[config.mk]
export PLATFORM = sky130hd
export DESIGN_NAME = line_fill_ctrl
export DESIGN_NICKNAME = d
export VERILOG_FILES = /design/src/rtl/lfc_pkg.sv /design/src/rtl/lfc_seq.sv /design/src/rtl/lfc_addr.sv /design/src/rtl/lfc_resp.sv /design/src/rtl/line_fill_ctrl.sv
export SDC_FILE = /design/constraint.sdc
export NUM_CORES = 1
export LEC_CHECK = 0
export BUFFER_PORTS_ARGS = -buffer_cell sky130_fd_sc_hd__buf_2
export CELL_PAD_IN_SITES_DETAIL_PLACEMENT = 1
export CELL_PAD_IN_SITES_GLOBAL_PLACEMENT = 1
export CORE_MARGIN = 3
export CORE_UTILIZATION = 39
export CTS_CLUSTER_SIZE = 8
export DETAILED_ROUTE_END_ITERATION = 10
export PLACE_DENSITY_LB_ADDON = 0.25
export SLEW_MARGIN = 20
export SYNTH_ARGS = -nofsm -noshare
export SYNTH_HDL_FRONTEND = slang
export SYNTH_HIERARCHICAL = 1
export SYNTH_SLANG_ARGS = --single-unit
[constraint.sdc]
create_clock -name clk -period 3.5 [get_ports clk]
set_clock_uncertainty 0.2 [all_clocks]
set_input_delay 0.35 -clock clk [delete_from_list [all_inputs] [get_ports clk]]
set_output_delay 0.35 -clock clk [all_outputs]
set_load 0.01 [all_outputs]
[src/rtl/lfc_pkg.sv]
package lfc_pkg;
  localparam int LINE_WORDS = 4;
  localparam int IDX_W      = $clog2(LINE_WORDS);

  typedef logic [IDX_W-1:0] word_idx_t;

  // advance to the next word of the line, wrapping at the line end
  function automatic word_idx_t wrap_next(input word_idx_t i);
    return i + word_idx_t'(1);
  endfunction
endpackage

[src/rtl/lfc_seq.sv]
module lfc_seq
  import lfc_pkg::*;
#(
  parameter int ADDR_W = 32,
  localparam int HI_W  = ADDR_W - 4
) (
  input  logic            clk,
  input  logic            rst_n,
  input  logic            req_valid,
  input  logic [ADDR_W-1:0] req_addr,
  input  logic            req_ifetch,
  input  logic            bus_ack,
  input  logic            bus_burst_inh,
  input  logic            bus_cache_inh,
  output logic            busy,
  output logic            start_q,
  output logic            fb_q,
  output logic            ifetch_q,
  output logic            ci_q,
  output logic [HI_W-1:0] hi_q,
  output logic [1:0]      lo_q,
  output word_idx_t       first_idx_q,
  output word_idx_t       cur_idx_q,
  output word_idx_t       cnt_q,
  output logic            beat_fire,
  output logic            last_beat
);
  logic      busy_d, start_d, fb_d, ci_d, accept;
  word_idx_t cnt_d, cur_idx_d, first_idx_d;

  assign accept    = !busy && req_valid;
  assign beat_fire = busy && bus_ack;
  assign last_beat = (cnt_q == word_idx_t'(LINE_WORDS - 1));
  assign first_idx_d = req_ifetch ? {req_addr[3], 1'b0} : req_addr[3:2];

  always_comb begin
    busy_d    = busy;
    start_d   = 1'b0;
    fb_d      = fb_q;
    ci_d      = ci_q;
    cnt_d     = cnt_q;
    cur_idx_d = cur_idx_q;
    if (accept) begin
      busy_d    = 1'b1;
      start_d   = 1'b1;
      fb_d      = 1'b0;
      ci_d      = 1'b0;
      cnt_d     = '0;
      cur_idx_d = first_idx_d;
    end else if (beat_fire) begin
      if (cnt_q == '0) begin
        fb_d = bus_burst_inh;
        ci_d = bus_cache_inh;
      end
      if (last_beat) begin
        busy_d = 1'b0;
      end else begin
        cnt_d     = cnt_q + word_idx_t'(1);
        cur_idx_d = wrap_next(cur_idx_q);
        start_d   = fb_q || ((cnt_q == '0) && bus_burst_inh);
      end
    end
  end

  always_ff @(posedge clk or negedge rst_n) begin
    if (!rst_n) begin
      busy      <= 1'b0;
      start_q   <= 1'b0;
      fb_q      <= 1'b0;
      ci_q      <= 1'b0;
      cnt_q     <= '0;
      cur_idx_q <= '0;
    end else begin
      busy      <= busy_d;
      start_q   <= start_d;
      fb_q      <= fb_d;
      ci_q      <= ci_d;
      cnt_q     <= cnt_d;
      cur_idx_q <= cur_idx_d;
    end
  end

  // request fields are captured only when a request is accepted
  always_ff @(posedge clk or negedge rst_n) begin
    if (!rst_n) begin
      ifetch_q    <= 1'b0;
      hi_q        <= '0;
      lo_q        <= '0;
      first_idx_q <= '0;
    end else if (accept) begin
      ifetch_q    <= req_ifetch;
      hi_q        <= req_addr[ADDR_W-1:4];
      lo_q        <= req_ifetch ? 2'b00 : req_addr[1:0];
      first_idx_q <= first_idx_d;
    end
  end


  fb_first_beat_chk: assert property (@(posedge clk) disable iff (!rst_n)
    $rose(fb_q) |-> ($past(cnt_q) == '0) && $past(bus_ack));


  lock_release_chk: assert property (@(posedge clk) disable iff (!rst_n)
    $fell(busy) |-> $past(bus_ack) && ($past(cnt_q) == word_idx_t'(LINE_WORDS - 1)));


  start_in_line_chk: assert property (@(posedge clk) disable iff (!rst_n)
    start_q |-> busy);
endmodule

[src/rtl/lfc_addr.sv]
module lfc_addr
  import lfc_pkg::*;
#(
  parameter int ADDR_W = 32,
  localparam int HI_W  = ADDR_W - 4
) (
  input  logic [HI_W-1:0]   hi,
  input  logic [1:0]        lo,
  input  word_idx_t         first_idx,
  input  word_idx_t         cur_idx,
  input  logic              fallback,
  output logic [ADDR_W-1:0] addr
);
  word_idx_t sel_idx;

  // a burst keeps its single address; fallback cycles address each word
  assign sel_idx = fallback ? cur_idx : first_idx;
  assign addr    = {hi, sel_idx, lo};
endmodule

[src/rtl/lfc_resp.sv]
module lfc_resp
  import lfc_pkg::*;
#(
  parameter int DATA_W = 32
) (
  input  logic              clk,
  input  logic              rst_n,
  input  logic              beat_fire,
  input  logic              last_beat,
  input  logic              ifetch,
  input  logic              ci_latched,
  input  word_idx_t         cnt,
  input  word_idx_t         cur_idx,
  input  logic [DATA_W-1:0] bus_data,
  output logic              rd_valid,
  output logic [DATA_W-1:0] rd_data,
  output word_idx_t         rd_index,
  output logic              crit_ready,
  output logic              done,
  output logic              done_nocache
);
  logic crit_d, done_d, nocache_d;

  assign crit_d    = beat_fire && ifetch && (cnt == word_idx_t'(1));
  assign done_d    = beat_fire && last_beat;
  assign nocache_d = done_d && ci_latched;

  always_ff @(posedge clk or negedge rst_n) begin
    if (!rst_n) begin
      rd_valid     <= 1'b0;
      crit_ready   <= 1'b0;
      done         <= 1'b0;
      done_nocache <= 1'b0;
    end else begin
      rd_valid     <= beat_fire;
      crit_ready   <= crit_d;
      done         <= done_d;
      done_nocache <= nocache_d;
    end
  end

  always_ff @(posedge clk or negedge rst_n) begin
    if (!rst_n) begin
      rd_data  <= '0;
      rd_index <= '0;
    end else if (beat_fire) begin
      rd_data  <= bus_data;
      rd_index <= cur_idx;
    end
  end


  crit_with_data_chk: assert property (@(posedge clk) disable iff (!rst_n)
    crit_ready |-> rd_valid);


  done_pulse_chk: assert property (@(posedge clk) disable iff (!rst_n)
    done |=> !done);


  nocache_with_done_chk: assert property (@(posedge clk) disable iff (!rst_n)
    done_nocache |-> done);
endmodule

[src/rtl/line_fill_ctrl.sv]
module line_fill_ctrl
  import lfc_pkg::*;
#(
  parameter int ADDR_W = 32,
  parameter int DATA_W = 32
) (
  input  logic              clk,
  input  logic              rst_n,
  input  logic              req_valid,
  input  logic [ADDR_W-1:0] req_addr,
  input  logic              req_ifetch,
  output logic              req_ready,
  output logic [ADDR_W-1:0] bus_addr,
  output logic              bus_start,
  output logic              bus_burst,
  output logic              bus_lock,
  input  logic              bus_ack,
  input  logic              bus_burst_inh,
  input  logic              bus_cache_inh,
  input  logic [DATA_W-1:0] bus_data,
  output logic              rd_valid,
  output logic [DATA_W-1:0] rd_data,
  output logic [1:0]        rd_index,
  output logic              crit_ready,
  output logic              done,
  output logic              done_nocache
);
  localparam int HI_W = ADDR_W - 4;

  logic            busy, start_q, fb_q, ifetch_q, ci_q, beat_fire, last_beat;
  logic [HI_W-1:0] hi_q;
  logic [1:0]      lo_q;
  word_idx_t       first_idx_q, cur_idx_q, cnt_q;

  lfc_seq #(.ADDR_W(ADDR_W)) u_seq (
    .clk(clk), .rst_n(rst_n),
    .req_valid(req_valid), .req_addr(req_addr), .req_ifetch(req_ifetch),
    .bus_ack(bus_ack), .bus_burst_inh(bus_burst_inh), .bus_cache_inh(bus_cache_inh),
    .busy(busy), .start_q(start_q), .fb_q(fb_q), .ifetch_q(ifetch_q), .ci_q(ci_q),
    .hi_q(hi_q), .lo_q(lo_q), .first_idx_q(first_idx_q), .cur_idx_q(cur_idx_q),
    .cnt_q(cnt_q), .beat_fire(beat_fire), .last_beat(last_beat)
  );

  lfc_addr #(.ADDR_W(ADDR_W)) u_addr (
    .hi(hi_q), .lo(lo_q), .first_idx(first_idx_q), .cur_idx(cur_idx_q),
    .fallback(fb_q), .addr(bus_addr)
  );

  lfc_resp #(.DATA_W(DATA_W)) u_resp (
    .clk(clk), .rst_n(rst_n),
    .beat_fire(beat_fire), .last_beat(last_beat), .ifetch(ifetch_q),
    .ci_latched(ci_q), .cnt(cnt_q), .cur_idx(cur_idx_q), .bus_data(bus_data),
    .rd_valid(rd_valid), .rd_data(rd_data), .rd_index(rd_index),
    .crit_ready(crit_ready), .done(done), .done_nocache(done_nocache)
  );

  assign req_ready = !busy;
  assign bus_lock  = busy;
  assign bus_start = start_q;
  assign bus_burst = busy && !fb_q;


  low_bits_hold_chk: assert property (@(posedge clk) disable iff (!rst_n)
    bus_lock && $past(bus_lock) |-> bus_addr[1:0] == $past(bus_addr[1:0]));


  burst_addr_hold_chk: assert property (@(posedge clk) disable iff (!rst_n)
    bus_burst && $past(bus_burst) |-> $stable(bus_addr));


  no_burst_restart_chk: assert property (@(posedge clk) disable iff (!rst_n)
    bus_lock && $past(bus_lock) |-> !$rose(bus_burst));
endmodule

==> results.json <==
{
  "gr-usage-all-layers_pct": 17.2,
  "core_area_mm2": 0.00842,
  "rows": 33,
  "first_pass_iters": 4,
  "num-fill-cells": 964,
  "r2r_start": "u_seq/busy",
  "area_growth_pct": 29.5,
  "avgRoutedWirePerCell_um": 15.6,
  "p_leak_nw": 2.46,
  "power.density_mw_per_mm2": 798,
  "setup_viol": 0,
  "finalSetupTns_ps": 0,
  "slowest_stage": "dfrtp_1",
  "fin_hold_ws_ps": 12.1,
  "wirelength_mm": 8.46,
  "grt_max_degree": 80,
  "cts_sinks": 79,
  "min_period_ps": 2040,
  "place_hpwl_mm": 5.73,
  "worst-r2r-cell-count": 3,
  "clock_path_buffers": 2,
  "layout-drive-gt1-share_pct": 46.8,
  "worstHoldPathType": "in2reg",
  "numCtsBuffers": 9,
  "synth_mux_area_share_pct": 15.6,
  "synth-seq-area-share_pct": 57.3,
  "cts_tree": "built",
  "insertion_delay_ps": 340,
  "vias_per_cell": 4.64,
  "critPathKind": "reg2reg",
  "synthCells": 287,
  "worst_pin_slew_ps": 730,
  "ys_ff_latch": 79,
  "h-tree-depth": 3,
  "port_buffers": 144,
  "synth-compound-area-share_pct": 0.870,
  "vias": 2510,
  "ant_nets": 0,
  "reg2reg_slack_ps": 1460,
  "yosys.area_share.xor_xnor_pct": 0.254,
  "antenna_found_initial": 0,
  "gp_congestion": 0.717,
  "cp_max_fo": 16,
  "fp.dieH_um": 100,
  "hold_viol_final": 0,
  "synth.avg_cell_area_um2": 12.0,
  "crit_path_end": "u_resp/rd_data[30]",
  "route.detailed.drc": 0,
  "drv_slew": 0,
  "finalNetCount": 504,
  "cts-root-buf": "clkbuf_8",
  "synth_warnings": 6,
  "maxCapViolCount": 0,
  "drt-initial-drc-count": 42,
  "finalCritPeriodShare_pct": 58.4,
  "worstPathArrival_ps": 2070,
  "startpoint": "u_seq/busy",
  "grt_pass1_vias": 2633,
  "r2r_end": "u_resp/rd_data[30]",
  "post-cts-setup-buffer-count": 0,
  "worst_setup_path_end_kind": "flip-flop",
  "die_w_um": 100,
  "start_util_pct": 41.0,
  "dieArea_mm2": 0.0100,
  "synthAdderAreaFrac_pct": 0.725,
  "crit_required_ps": 3520,
  "fmax_ghz": 0.489,
  "slowest_delay_ps": 500,
  "crit_chain": "and2_2 -> buf_4 -> mux2_2",
  "status": "complete, no violations",
  "synthDistinctLibCells": 24,
  "overflow": 0,
  "design.portCount": 145,
  "n_antenna_cell": 0,
  "netlist_area_mm2": 0.00345,
  "final_cell_area_mm2": 0.00447,
  "placed_area_mm2": 0.00397,
  "syn-num-nets": 360,
  "grt_pass1_wl_mm": 13.5,
  "slew-limit-headroom_pct": 51.3,
  "vdd_drop_max_mv": 0.483,
  "cp-start-kind": "flip-flop",
  "synth_top_family_by_area": "multiplexers",
  "rsz0062_at_grt": "false",
  "yosys.area_share.simple_pct": 14.1,
  "cts.clk_slew.worst_paths_ps": 80
}
routing by layer:
layer	wire length (µm)	up-vias	track usage, %
met5	0	-	0
met4	112	0	6.01
met3	736	11	4.03
met2	3970	101	28.5
met1	3650	1225	22.0
li1	-	1173	-
synth_stat cells:
cell type  count  area [µm²]
a21oi_1        2        10.0
and2_1         2        12.5
and3_1         1        6.26
and4b_1        1        10.0
buf_12         2        40.0
buf_4         31         233
buf_6          9         101
dfrtp_1       79        1980
ha_1           2        25.0
inv_1          3        11.3
mux2_2         9         101
mux2_4        27         405
mux2i_1        3        30.0
nand2_1       96         360
nand2b_1       1        6.26
nand3_1        3        15.0
nand3b_1       4        30.0
nand4b_1       1        8.76
nor2_1         5        18.8
nor2b_1        1        6.26
nor2b_4        1        13.8
o211ai_1       2        15.0
o21ai_0        1        5.00
xnor2_1        1        8.76
where the power goes:
group	total (mW)	internal, mW	switching (mW)	leakage (nW)
registers	1.49	1.27	0.217	0.962
logic	1.31	0.643	0.666	1.38
clock network	0.768	0.439	0.329	0.112
total	3.57	2.36	1.21	2.46
cells in the final DEF (no fill, tap or decap), drive strengths merged, types with 2 or more instances in the layout:
cell         netlist  routed
a21oi              2       2
and2               2       2
buf               42     149
bufinv             0       2
clkbuf             0      11
clkinvlp           0       2
dfrtp             79      79
dlygate4sd3        0      26
ha                 2       2
inv                3       3
mux2              36      36
mux2i              3       3
nand2             96      96
nand3              3       3
nand3b             4       4
nor2               5       5
nor2b              2       2
o211ai             2       2
cell families after synthesis:
logic type               count (synthesis)
AO/OA/AOI/OAI                            5
XOR/XNOR                                 1
adder cells (fa/ha/maj)                  2
buffers and inverters                   45
flip-flops                              79
multiplexers                            39
AND/OR/NAND/NOR                        116
stage by stage:
stage / cells / util [%] / setup slack, ps / total power, mW
6_report: 541 / 53.0 / 1460 / 3.57
5_1_grt: 541 / 53.0 / 1340 / 3.82
4_1_cts: 540 / 52.9 / 1430 / 3.63
3_5_place_dp: 499 / 47.2 / 1440 / 2.81
3_3_place_gp: 499 / 47.2 / 1530 / 2.76
2_1_floorplan: 287 / - / 1880 / 2.51
repair_timing:
item,CTS,global route
hold endpoints to repair,25,79
hold buffers,25,1
resized for setup,0,0
worst max-delay path: cells and delay by family (launching register included):
family                 cells  cell delay, ps
buffers and inverters      1             360
DFF                        1             500
muxes                      1             370
and+or+nand+nor            1             480
registers in the layout, summed over array words and instances, names as in the netlist:
name and count:
u_resp/rd_valid 1, u_seq/hi_q 28, u_resp/rd_index 2, u_seq/ifetch_q 1, u_resp/crit_ready 1, u_seq/ci_q 1
u_resp/done 1, u_seq/cnt_q 2, u_seq/cur_idx_q 2, u_resp/done_nocache 1, u_seq/lo_q 2, u_seq/busy 1
u_resp/rd_data 32, u_seq/fb_q 1, u_seq/first_idx_q 2, u_seq/start_q 1
cell type report:
cell class	instances	area, µm²	share of cell area (%)
flip-flops and latches	79	1980	44.2
multi-input cells	163	1090	24.4
repair buffers	175	1020	22.9
clock buffers	11	151	3.39
well taps	105	131	2.94
clock inverters	5	80.1	1.79
inverters	3	11.3	0.252
worst min-delay path by stage:
| stage | from | cells past startpoint | end |
|---|---|---|---|
| after floorplan | rst_n | 0 | u_resp/crit_ready |
| after global placement | u_seq/hi_q[22] | 2 | u_seq/hi_q[22] |
| after detailed placement | u_seq/lo_q[1] | 2 | u_seq/lo_q[1] |
| after CTS | req_addr[29] | 3 | u_seq/hi_q[25] |
| after global routing | req_addr[29] | 3 | u_seq/hi_q[25] |
| final | req_addr[29] | 3 | u_seq/hi_q[25] |
Note: power is estimated with default switching activity, not from simulation.
